===== config.mk =====
export PLATFORM = sky130hd
export DESIGN_NAME = cfglock_ctrl
export DESIGN_NICKNAME = d
export VERILOG_FILES = /design/src/rtl/cfglock_pkg.sv /design/src/rtl/cfglock_keyseq.sv /design/src/rtl/cfglock_lockreg.sv /design/src/rtl/cfglock_shadow.sv /design/src/rtl/cfglock_ctrl.sv
export SDC_FILE = /design/constraint.sdc
export NUM_CORES = 1
export LEC_CHECK = 0
export BUFFER_PORTS_ARGS = -buffer_cell sky130_fd_sc_hd__clkbuf_2
export CAP_MARGIN = 10
export CORE_MARGIN = 3
export CORE_UTILIZATION = 49
export DETAILED_ROUTE_END_ITERATION = 8
export PLACE_DENSITY_LB_ADDON = 0.2
export SLEW_MARGIN = 25
export SYNTH_ARGS = -nofsm -noshare
export SYNTH_HDL_FRONTEND = slang
export SYNTH_SLANG_ARGS = --single-unit

===== constraint.sdc =====
create_clock -name clk_i -period 1.6 [get_ports clk_i]
set_clock_uncertainty 0.15 [all_clocks]
set_input_delay 0.24 -clock clk_i [delete_from_list [all_inputs] [get_ports clk_i]]
set_output_delay 0.24 -clock clk_i [all_outputs]
set_load 0.05 [all_outputs]

===== src/rtl/cfglock_pkg.sv =====
package cfglock_pkg;
   typedef enum logic [1:0] {
      KS_IDLE  = 2'd0,
      KS_HALF  = 2'd1,
      KS_ARMED = 2'd2
   } keyseq_e;
endpackage


===== src/rtl/cfglock_keyseq.sv =====
module cfglock_keyseq
   import cfglock_pkg::*;
#(
   parameter int            CTL_W    = 8,
   parameter logic [CTL_W-1:0] KEY_A = 8'h46,
   parameter logic [CTL_W-1:0] KEY_B = 8'h57,
   parameter int            LOCK_POS = 6
) (
   input  logic             clk_i,
   input  logic             rst_ni,
   input  logic             ctl_wr_i,
   input  logic [CTL_W-1:0] ctl_wdata_i,
   output logic             commit_o,
   output logic             commit_val_o
);
   keyseq_e state_q, state_d;

   always_comb begin
      state_d = KS_IDLE;
      if (ctl_wr_i) begin
         unique case (state_q)
            KS_IDLE:  state_d = (ctl_wdata_i == KEY_A) ? KS_HALF  : KS_IDLE;
            KS_HALF:  state_d = (ctl_wdata_i == KEY_B) ? KS_ARMED : KS_IDLE;
            default:  state_d = KS_IDLE;
         endcase
      end
   end

   always_ff @(posedge clk_i) begin
      if (!rst_ni) state_q <= KS_IDLE;
      else         state_q <= state_d;
   end

   assign commit_o     = ctl_wr_i && (state_q == KS_ARMED);
   assign commit_val_o = ctl_wdata_i[LOCK_POS];
endmodule


===== src/rtl/cfglock_lockreg.sv =====
module cfglock_lockreg (
   input  logic clk_i,
   input  logic rst_ni,
   input  logic one_way_i,
   input  logic commit_i,
   input  logic commit_val_i,
   output logic lock_o
);
   logic lock_q;

   always_ff @(posedge clk_i) begin
      if (!rst_ni) begin
         lock_q <= 1'b0;
      end else if (commit_i) begin
         if (commit_val_i)                lock_q <= 1'b1;
         else if (!(one_way_i && lock_q)) lock_q <= 1'b0;
      end
   end

   assign lock_o = lock_q;
endmodule


===== src/rtl/cfglock_shadow.sv =====
module cfglock_shadow #(
   parameter int NREG = 4,
   parameter int DW   = 8,
   localparam int IW  = $clog2(NREG),
   localparam int FW  = NREG * DW
) (
   input  logic          clk_i,
   input  logic          rst_ni,
   input  logic          wr_en_i,
   input  logic [IW-1:0] idx_i,
   input  logic [DW-1:0] wdata_i,
   input  logic [FW-1:0] live_i,
   output logic [FW-1:0] shadow_o,
   output logic          mismatch_o
);
   logic [NREG-1:0] diff;
   logic            mism_q;

   for (genvar i = 0; i < NREG; i++) begin : g_entry
      logic [DW-1:0] ent_q;
      always_ff @(posedge clk_i) begin
         if (!rst_ni)                             ent_q <= '0;
         else if (wr_en_i && (idx_i == IW'(i)))   ent_q <= wdata_i;
      end
      assign shadow_o[i*DW +: DW] = ent_q;
      assign diff[i] = (live_i[i*DW +: DW] != ent_q);
   end

   always_ff @(posedge clk_i) begin
      if (!rst_ni)     mism_q <= 1'b0;
      else if (|diff)  mism_q <= 1'b1;
   end

   assign mismatch_o = mism_q;
endmodule


===== src/rtl/cfglock_ctrl.sv =====
module cfglock_ctrl #(
   parameter int               NREG     = 4,
   parameter int               DW       = 8,
   parameter int               CTL_W    = 8,
   parameter logic [CTL_W-1:0] KEY_A    = 8'h46,
   parameter logic [CTL_W-1:0] KEY_B    = 8'h57,
   parameter int               LOCK_POS = 6,
   localparam int              IW       = $clog2(NREG),
   localparam int              FW       = NREG * DW
) (
   input  logic             clk_i,
   input  logic             rst_ni,
   input  logic             one_way_i,
   input  logic             ctl_wr_i,
   input  logic [CTL_W-1:0] ctl_wdata_i,
   input  logic             cfg_wr_i,
   input  logic [IW-1:0]    cfg_idx_i,
   input  logic [DW-1:0]    cfg_wdata_i,
   input  logic [FW-1:0]    live_i,
   output logic             wr_permit_o,
   output logic             lock_o,
   output logic             mismatch_o
);
   if (NREG < 2) begin : g_bad_nreg
      $error("cfglock_ctrl: NREG must be at least 2");
   end
   if (LOCK_POS >= CTL_W) begin : g_bad_pos
      $error("cfglock_ctrl: LOCK_POS outside control byte");
   end
   if (KEY_A == KEY_B) begin : g_bad_key
      $error("cfglock_ctrl: key bytes must differ");
   end

   logic          commit, commit_val, lock;
   logic [FW-1:0] shadow_flat;

   cfglock_keyseq #(
      .CTL_W(CTL_W), .KEY_A(KEY_A), .KEY_B(KEY_B), .LOCK_POS(LOCK_POS)
   ) u_keyseq (
      .clk_i(clk_i), .rst_ni(rst_ni),
      .ctl_wr_i(ctl_wr_i), .ctl_wdata_i(ctl_wdata_i),
      .commit_o(commit), .commit_val_o(commit_val)
   );

   cfglock_lockreg u_lockreg (
      .clk_i(clk_i), .rst_ni(rst_ni), .one_way_i(one_way_i),
      .commit_i(commit), .commit_val_i(commit_val), .lock_o(lock)
   );

   cfglock_shadow #(.NREG(NREG), .DW(DW)) u_shadow (
      .clk_i(clk_i), .rst_ni(rst_ni),
      .wr_en_i(cfg_wr_i && !lock),
      .idx_i(cfg_idx_i), .wdata_i(cfg_wdata_i), .live_i(live_i),
      .shadow_o(shadow_flat), .mismatch_o(mismatch_o)
   );

   assign lock_o      = lock;
   assign wr_permit_o = !lock;
endmodule


# Yosys cells after proc, flatten, opt, wreduce, memory -nomap -nowiden
# Index checks and enable logic that the tools add are counted.
# word_totals
regBits	36
latch_bits	0
ram_bits	0
rom_bits	0
in_bits	55
word_cells	37
memories	0
# op_classes
n_addsub	0
mul	0
n_div	0
magnitude_cmp	0
n_eq_ne	12
shift	0
n_mux	5
bitwise_logic	0
n_reduce_logical	13
# ops
cell	n
$ne 8x8->1	4
$eq 8x7->1 const B	2
$logic_and 1x1->1	7
$eq 2x2->1 const B	3
$eq 2x1->1 const B	2
$logic_not 2->1	2
$pmux 2 s2	1
$reduce_and 2->1	2
$reduce_or 4->1	1
$mux 1	3
$mux 2	1
$ne 2x2->1 const B	1
$logic_not 1->1	1

# Longest topological paths before layout
# Gate-level depths: netlist of run 1.
# depth
depth_word	3
ltp_mapped	5
ltp_nobuf	4

# Modules after synthesis
# A second synthesis of run 1 with hierarchy kept.
# unflattened
cells_unflattened	170
area_unflattened_um2	1760.4
# by_module_without_submodules
mod	instances	cells_each	area_per_inst_um2	seq_area_each_um2
cfglock_shadow	1	152	1607.8	660.6
cfglock_keyseq	1	11	102.6	40.0
cfglock_lockreg	1	5	40.0	20.0
cfglock_ctrl	1	2	10.0	0.0

# Worst setup path after synthesis of run 1
# No wires, ideal clock.
# synth_timing
path_type	register to register
startpoint	register u_lockreg.lock_q, in the netlist u_lockreg.lock_o
endpoint	register u_shadow.g_entry[3].ent_q[3]
setup_time_ns	0.132
t_arrival_ns	1.584
required_time_ns	1.318
setup_slack_ns	-0.266
stages_incl_launch_ff	6
n_path_buf	1
synth_period_minus_slack_ns	1.866
path_cell_list	dfxtp_1 inv_1 and4_1 buf_2 nand2_1 a21oi_1
# synth_between
elab_chain_cells	3
# synth_rtl
item	line_no	rtl
from (decl)	cfglock_lockreg.sv:9	logic lock_q;
from (signal assigned)	cfglock_lockreg.sv:13	lock_q <= 1'b0;
from (signal assigned)	cfglock_lockreg.sv:15	if (commit_val_i) lock_q <= 1'b1;
from (signal assigned)	cfglock_lockreg.sv:16	else if (!(one_way_i && lock_q)) lock_q <= 1'b0;
$logic_not 1->1	n/a	
via wr_permit_o	cfglock_ctrl.sv:20	output logic wr_permit_o,
$logic_and 1x1->1	cfglock_ctrl.sv:52	.wr_en_i(cfg_wr_i && !lock),
$logic_and 1x1->1	cfglock_shadow.sv:23	else if (wr_en_i && (idx_i == IW'(i))) ent_q <= wdata_i;
to (signal assigned)	cfglock_shadow.sv:23	
to (decl)	cfglock_shadow.sv:20	logic [DW-1:0] ent_q;
# The timed path passes the listed nets, and every way through them passes these cells.
# A chain may end at the register's enable or synchronous reset.

# Worst setup path in the final report of run 1
# layout_timing
startpoint	register u_lockreg.lock_q, in the netlist u_lockreg.lock_o
endpoint	register u_shadow.g_entry[0].ent_q[3]
# layout_between
elab_chain_cells	3
# layout_rtl
item	line_no
$logic_not 1->1	cfglock_ctrl.sv:52
$logic_and 1x1->1	cfglock_ctrl.sv:52
$logic_and 1x1->1	cfglock_shadow.sv:23
to (signal assigned)	cfglock_shadow.sv:23
to (decl)	cfglock_shadow.sv:20
# No other way between the ends.

==> results of run 1 <==
[Yosys cell counts (all sizes together)]
library cell	number	share of area [%]
nor3b	1	0.45
nor2	18	4.1
o21ai	1	0.30
inv	1	0.22
a31oi	1	0.38
and4bb	2	1.5
nand4b	2	1.1
buf	4	1.5
clkinv	1	0.22
xor2	1	0.53
clkbuf	3	0.68
nand4	8	3.0
nor4b	1	0.90
or4b	1	0.60
nand3	3	0.90
nor4	2	0.75
nand3b	1	0.45
dfxtp	36	43
nand2	32	7.2
nor3	2	0.60
a21oi	17	5.1
mux2i	16	9.6
and4	1	0.53
xnor2	31	16
[critical path: cells and delay by family, from the launching register on]
kind            cells  cell delay (ns)
compound gates      1             0.06
flops               1             0.37
simple gates        2             0.82
[worst paths after layout]
path	end	cells past startpoint
worst max-delay path	u_shadow.g_entry[0].ent_q[3]	3
worst min-delay path	u_keyseq.state_q[0]	3
worst max register to register	u_shadow.g_entry[0].ent_q[3]	3
worst min register to register	u_shadow.g_entry[3].ent_q[0]	2
[registers in the layout, summed over array words and instances, names as in the netlist]
register	count
u_shadow.g_entry.ent_q	32
u_keyseq.state_q	2
u_lockreg.lock_o	1
u_shadow.mismatch_o	1
[per-stage QoR]
step	utilization [%]	total power, W	hold slack [ns]	setup WS (ns)	instance area (µm²)
after global placement	63.3	0.00121	0.273	0.114	2000
after floorplan	-	0.00110	0.167	0.0175	1670
after CTS	66.4	0.00172	0.00925	0.0766	2090
after detailed placement	63.3	0.00121	0.279	0.0743	2000
final	66.1	0.00171	0.00882	0.0810	2080
after global routing	66.1	0.00179	0.00969	0.00338	2080
[logic make-up (layout without fill, tap and decap cells)]
kind of cell,after synthesis,after routing
muxes,16,16
AOI/OAI and AO/OA,19,19
DFF,36,36
buffers and inverters,9,73
and+or+nand+nor,74,74
xor gates and xnor gates,32,32
[power groups by stage]
stage | Sequential [W] | Combinational, W | Clock (W)
2_1_floorplan | 0.000964 | 0.000132 | 0
3_3_place_gp | 0.000963 | 0.000243 | 0
6_report | 0.000943 | 0.000251 | 0.000512
4_1_cts | 0.000943 | 0.000252 | 0.000520
5_1_grt | 0.000947 | 0.000279 | 0.000560
3_5_place_dp | 0.000964 | 0.000248 | 0
[layout make-up]
| class | instances | area, µm² | share of cell area, % |
|---|---|---|---|
| clock buffer | 8 | 58.8 | 2.82 |
| inverter | 2 | 7.51 | 0.360 |
| multi-input combinational | 141 | 903 | 43.3 |
| sequential | 36 | 722 | 34.6 |
| tap | 44 | 55.1 | 2.64 |
| timing repair buffer | 63 | 338 | 16.2 |
[metal layers]
layer	up-vias	wire length [µm]	GRT usage [%]	part of all wire [%]
li1	755	-	-	-
met1	683	1860	27.3	48
met2	37	1770	32.3	46
met3	6	194	5.62	5.0
met4	0	49	6.33	1.3
met5	-	0	0	0
[what timing repair did]
action / in CTS / in global routing
hold endpoints to repair: 2 / 0
hold buffers: 4 / 0
setup endpoints to repair: 0 / 1
gates resized for setup: 0 / 0
==> metrics.txt, run 1 <==
status finished clean; DRC violations left 0; Worst-Margin Slew 0.346 ns; Post-Syn Area per Cell 8.97 µm²; mean routed wirelength per cell 13.2 µm; maxcap violations 0; clock share of power 30.0%; CP Launch Type flip-flop; via count of the first global-routing pass 1446; Die Width 64.3 µm; crit path kind reg2reg; CTS tree done; most frequent cells in the layout clkbuf_2 (57), dfxtp_1 (35), nand2_1 (32), xnor2_1 (31), nor2_1 (18); total grt overflow 0; Hold WC Path Type in2reg; RSZ-0062 raised after global routing no; mux contribution to synthesized area 9.60%; post-synthesis sequential area ratio 43.2%; Yosys cell types 25; Slew headroom 77.0%; slowest CP cell or4b_1; Post-Synth XOR/XNOR Area 16.8%; Sw Share 25.4%; fin crit period 1.52 ns; Pwr Density 818 mW/mm²; compound-cell area share of the yosys netlist 5.78%; Max Freq 658 MHz; DR vias/cell 5.04; Post-Synth Simple-Gate Area 22.0%; post-CTS setup repair buffer count 0; largest family of logic cells by synthesized area simple AND/OR/NAND/NOR gates; worst-case clock buffer depth 2; Diodes inserted 0; Placed Instances 283; Sink Count 36; DP HPWL 2890 µm; crit-path cells or4b_1, nand2_1, a21oi_1; Worst VDD drop 0.557 mV; Ys Warns 0; initial antenna violation count 0; Tcrit/Tclk final 94.9%; largest net degree at the start of global routing 35; CP Capture Type flip-flop; switching power 0.000433 W; core area 0.00315 mm²; I/O pins 58; Lkg Pwr 0.791 nW; DRT Pass-1 Iters 4; Worst R2R Setup Slack 0.08 ns; worst skew pair latency 0.34 ns; antenna-violating nets left 0; area grow syn2layout 25.0%; crit path from u_lockreg.lock_o; Die ar. 0.00414 mm²; Final Max Tran Viols 0; slowest stage delay, CP 0.69 ns; DIE HEIGHT 64.3 µm; DRT iter0 DRCs 16; Hold Startpoint ctl_wdata_i[6]; Starting Density 52.9%; first-pass GRT wire length 6550 µm; Critical Path RT 1.67 ns; routability cong. 0.782; Adder-Cell Fraction of Synth Area 0%; DR vias 1481; Nets 304; Internal 0.00127 W; clock root cell clkbuf_4; Post-Syn Area 0.00167 mm²; register share of total power 55.3%; setup_tns 0 ns; layout cells sized above 1 28.0%; Yosys reg bits 36; CP max FO 8; total track usage 20.6%; syn_nets 241; Reg2Reg Launch Point u_lockreg.lock_o; Non-Filler Instances 294; number of fill cells 320; Cell Rows 20; H-tree depth 2; Worst-path clk slew 0.11 ns; wirelength, routed 3870 µm; cts bufs inserted 5; Comb pwr share 14.7%; Mapped Cells 186; worst path arrival time 1.59 ns; final hold vios 0; commonest non-fill, non-tap cell in the layout clkbuf_2; Setup violations, final 0; IO buf count 57
Note: power is estimated with default switching activity, not from simulation.
==> inputs of run 2 (changes only) <==
--- a/config.mk
+++ b/config.mk
@@ -6,9 +6,9 @@
 export NUM_CORES = 1
 export LEC_CHECK = 0
 export BUFFER_PORTS_ARGS = -buffer_cell sky130_fd_sc_hd__clkbuf_2
-export CAP_MARGIN = 10
+export CAP_MARGIN = 40
 export CORE_MARGIN = 3
-export CORE_UTILIZATION = 49
+export CORE_UTILIZATION = 53
 export DETAILED_ROUTE_END_ITERATION = 8
 export PLACE_DENSITY_LB_ADDON = 0.2
 export SLEW_MARGIN = 25
==> constraint.sdc (replaced) <==
create_clock -name clk_i -period 1.9 [get_ports clk_i]
set_clock_uncertainty 0.15 [all_clocks]
set_input_delay 0.285 -clock clk_i [delete_from_list [all_inputs] [get_ports clk_i]]
set_output_delay 0.285 -clock clk_i [all_outputs]
set_load 0.05 [all_outputs]
==> metrics.txt, run 2 (synthesis results as in run 1) <==
Largest Register u_shadow.g_entry.ent_q; Starting Density 58.0%; fin crit period 1.60 ns; mean routed wirelength per cell 13.0 µm; first-pass GRT wire length 5710 µm; Diodes inserted 0; crit path kind in2reg; Die Width 62.1 µm; DRC violations left 0; switching power 0.000376 W; Sink Count 36; Hold Crit Endpoint u_keyseq.state_q[1]; hold_ws 0.0445 ns; worst path arrival time 1.74 ns; R2R cell count 3; Comb pwr share 12.8%; routability cong. 0.779; via count of the first global-routing pass 1312; number of gates resized after cts 0; number of fill cells 234; Setup violations, final 0; wirelength, routed 3780 µm; Die ar. 0.00386 mm²; wire length on met2 1830 µm; clock share of power 37.9%; Hold Startpoint ctl_wdata_i[6]; DR vias/cell 5.03; Final Max Tran Viols 0; Hold WC Path Type in2reg; total grt overflow 0; worst skew pair latency 0.34 ns; Worst VDD drop 0.554 mV; CP Launch Type input port; DP HPWL 2820 µm; antenna-violating nets left 0; IO buf count 57; worst path buffer plus inverter count 3; commonest non-fill, non-tap cell in the layout clkbuf_2; Critical Path RT 2.05 ns; slowest CP cell dlygate4sd3_1; most frequent cells in the layout clkbuf_2 (57), dfxtp_1 (36), nand2_1 (32), xnor2_1 (31), nor2_1 (18); worst-case clock buffer depth 2; CP Capture Type flip-flop; area grow syn2layout 25.9%; post-route cell area 0.00210 mm²; DIE HEIGHT 62.1 µm; Max Freq 626 MHz; DRT iter0 DRCs 36; Sw Share 23.3%; placed inst area 0.00198 mm²; register share of total power 49.3%; initial antenna violation count 0; Cell Rows 19; DRT Pass-1 Iters 4; Worst-path clk slew 0.11 ns; Top Metal Used met4; crit-path cells dlygate4sd3_1, clkbuf_2, nor4_1, dlygate4sd3_1; critical path's top delay family buffers and inverters; Internal 0.00124 W; I/O pins 58; Largest regs u_shadow.g_entry.ent_q: 32 flops, u_keyseq.state_q: 2 flops; RSZ-0062 raised after global routing no; Worst R2R Setup Slack 0.38 ns; total track usage 20.9%; CTS tree done; max FFs per register 32; DR vias 1458; core area 0.00288 mm²; Slew headroom 72.4%; WL met1 1650 µm; Reg2Reg Launch Point u_lockreg.lock_o; Pwr Density 768 mW/mm²; maxcap violations 0; Nets 302; Worst-Margin Slew 0.413 ns; layout cells sized above 1 28.2%; slowest stage delay, CP 0.57 ns; status finished clean; H-tree depth 2; clock root cell clkbuf_4; Place WS 0.340 ns; post-CTS setup repair buffer count 0; fin worst setup slack 0.303 ns; reg2reg end u_shadow.g_entry[0].ent_q[0]; final hold vios 0; Hold Path Cell Cnt 3; cts bufs inserted 5; metal3 WL 259 µm; largest net degree at the start of global routing 35; Lkg Pwr 0.801 nW; CP max FO 2; setup_tns 0 ns; Top cell by count, worst path dlygate4sd3_1; Tcrit/Tclk final 84.0%
## run 2: cell count changes in the layout (fill, tap and decap cells not counted)
cell / before / now
clkbuf_1: 2 / 0
buf_4: 3 / 2
bufinv_16: 0 / 1
clkbuf_8: 1 / 2
dfxtp_1: 35 / 36
dfxtp_2: 1 / 0
dlygate4sd3_1: 3 / 2
## run 2: repair_timing
action / CTS / global route
hold buffers: 2 / 0
endpoints found under the setup margin: 0 / 0
hold endpoints to repair: 1 / 0
## run 2: stage by stage
step / utilization [%] / instances / total power [W]
detailed placement: 69.0 / 280 / 0.00102
global route: 73.0 / 290 / 0.00167
finish: 73.0 / 290 / 0.00161
CTS: 73.0 / 290 / 0.00162
global placement: 69.0 / 280 / 0.00101
floorplan: - / 186 / 0.000923
## run 2: cell type report
type | count | area, µm² | share of cell area (%)
clock buffer | 7 | 65.1 | 3.10
tap | 42 | 52.6 | 2.50
inverter | 2 | 7.51 | 0.358
timing repair buffer | 61 | 320 | 15.3
multi-input combinational | 141 | 903 | 43.0
sequential | 36 | 721 | 34.3
clock inverter | 1 | 30.0 | 1.43
## run 2: worst max-delay path by stage
stage / from / end / slack [ns] / depth (start not counted)
after floorplan: u_lockreg.lock_o / u_shadow.g_entry[3].ent_q[3] / 0.03 / 5
after global placement: cfg_idx_i[1] / u_shadow.g_entry[0].ent_q[1] / 0.37 / 4
after detailed placement: cfg_idx_i[1] / u_shadow.g_entry[0].ent_q[0] / 0.34 / 4
after CTS: ctl_wdata_i[0] / u_keyseq.state_q[0] / 0.34 / 4
after global routing: u_lockreg.lock_o / wr_permit_o / 0.28 / 2
final: ctl_wdata_i[0] / u_keyseq.state_q[0] / 0.30 / 4
## run 2: tightest hold or removal path, stage by stage
cell      delay, ns
clkbuf_2       0.09
nand3_1        0.08
nor2_1         0.05
## run 2: power by group through the flow
stage          Sequential, W  Combinational [W]  Clock [W]
4_1_cts             0.000795           0.000208   0.000615
6_report            0.000795           0.000207   0.000611
5_1_grt             0.000798           0.000230   0.000647
3_3_place_gp        0.000811           0.000202          0
3_5_place_dp        0.000812           0.000205          0
2_1_floorplan       0.000812           0.000111          0
## run 2: metal layers
layer / vias to the layer above / track usage (%)
met1: 650 / 26.4
met2: 53 / 34.0
met5: - / 0
li1: 752 / -
met4: 0 / 6.06
met3: 3 / 6.61
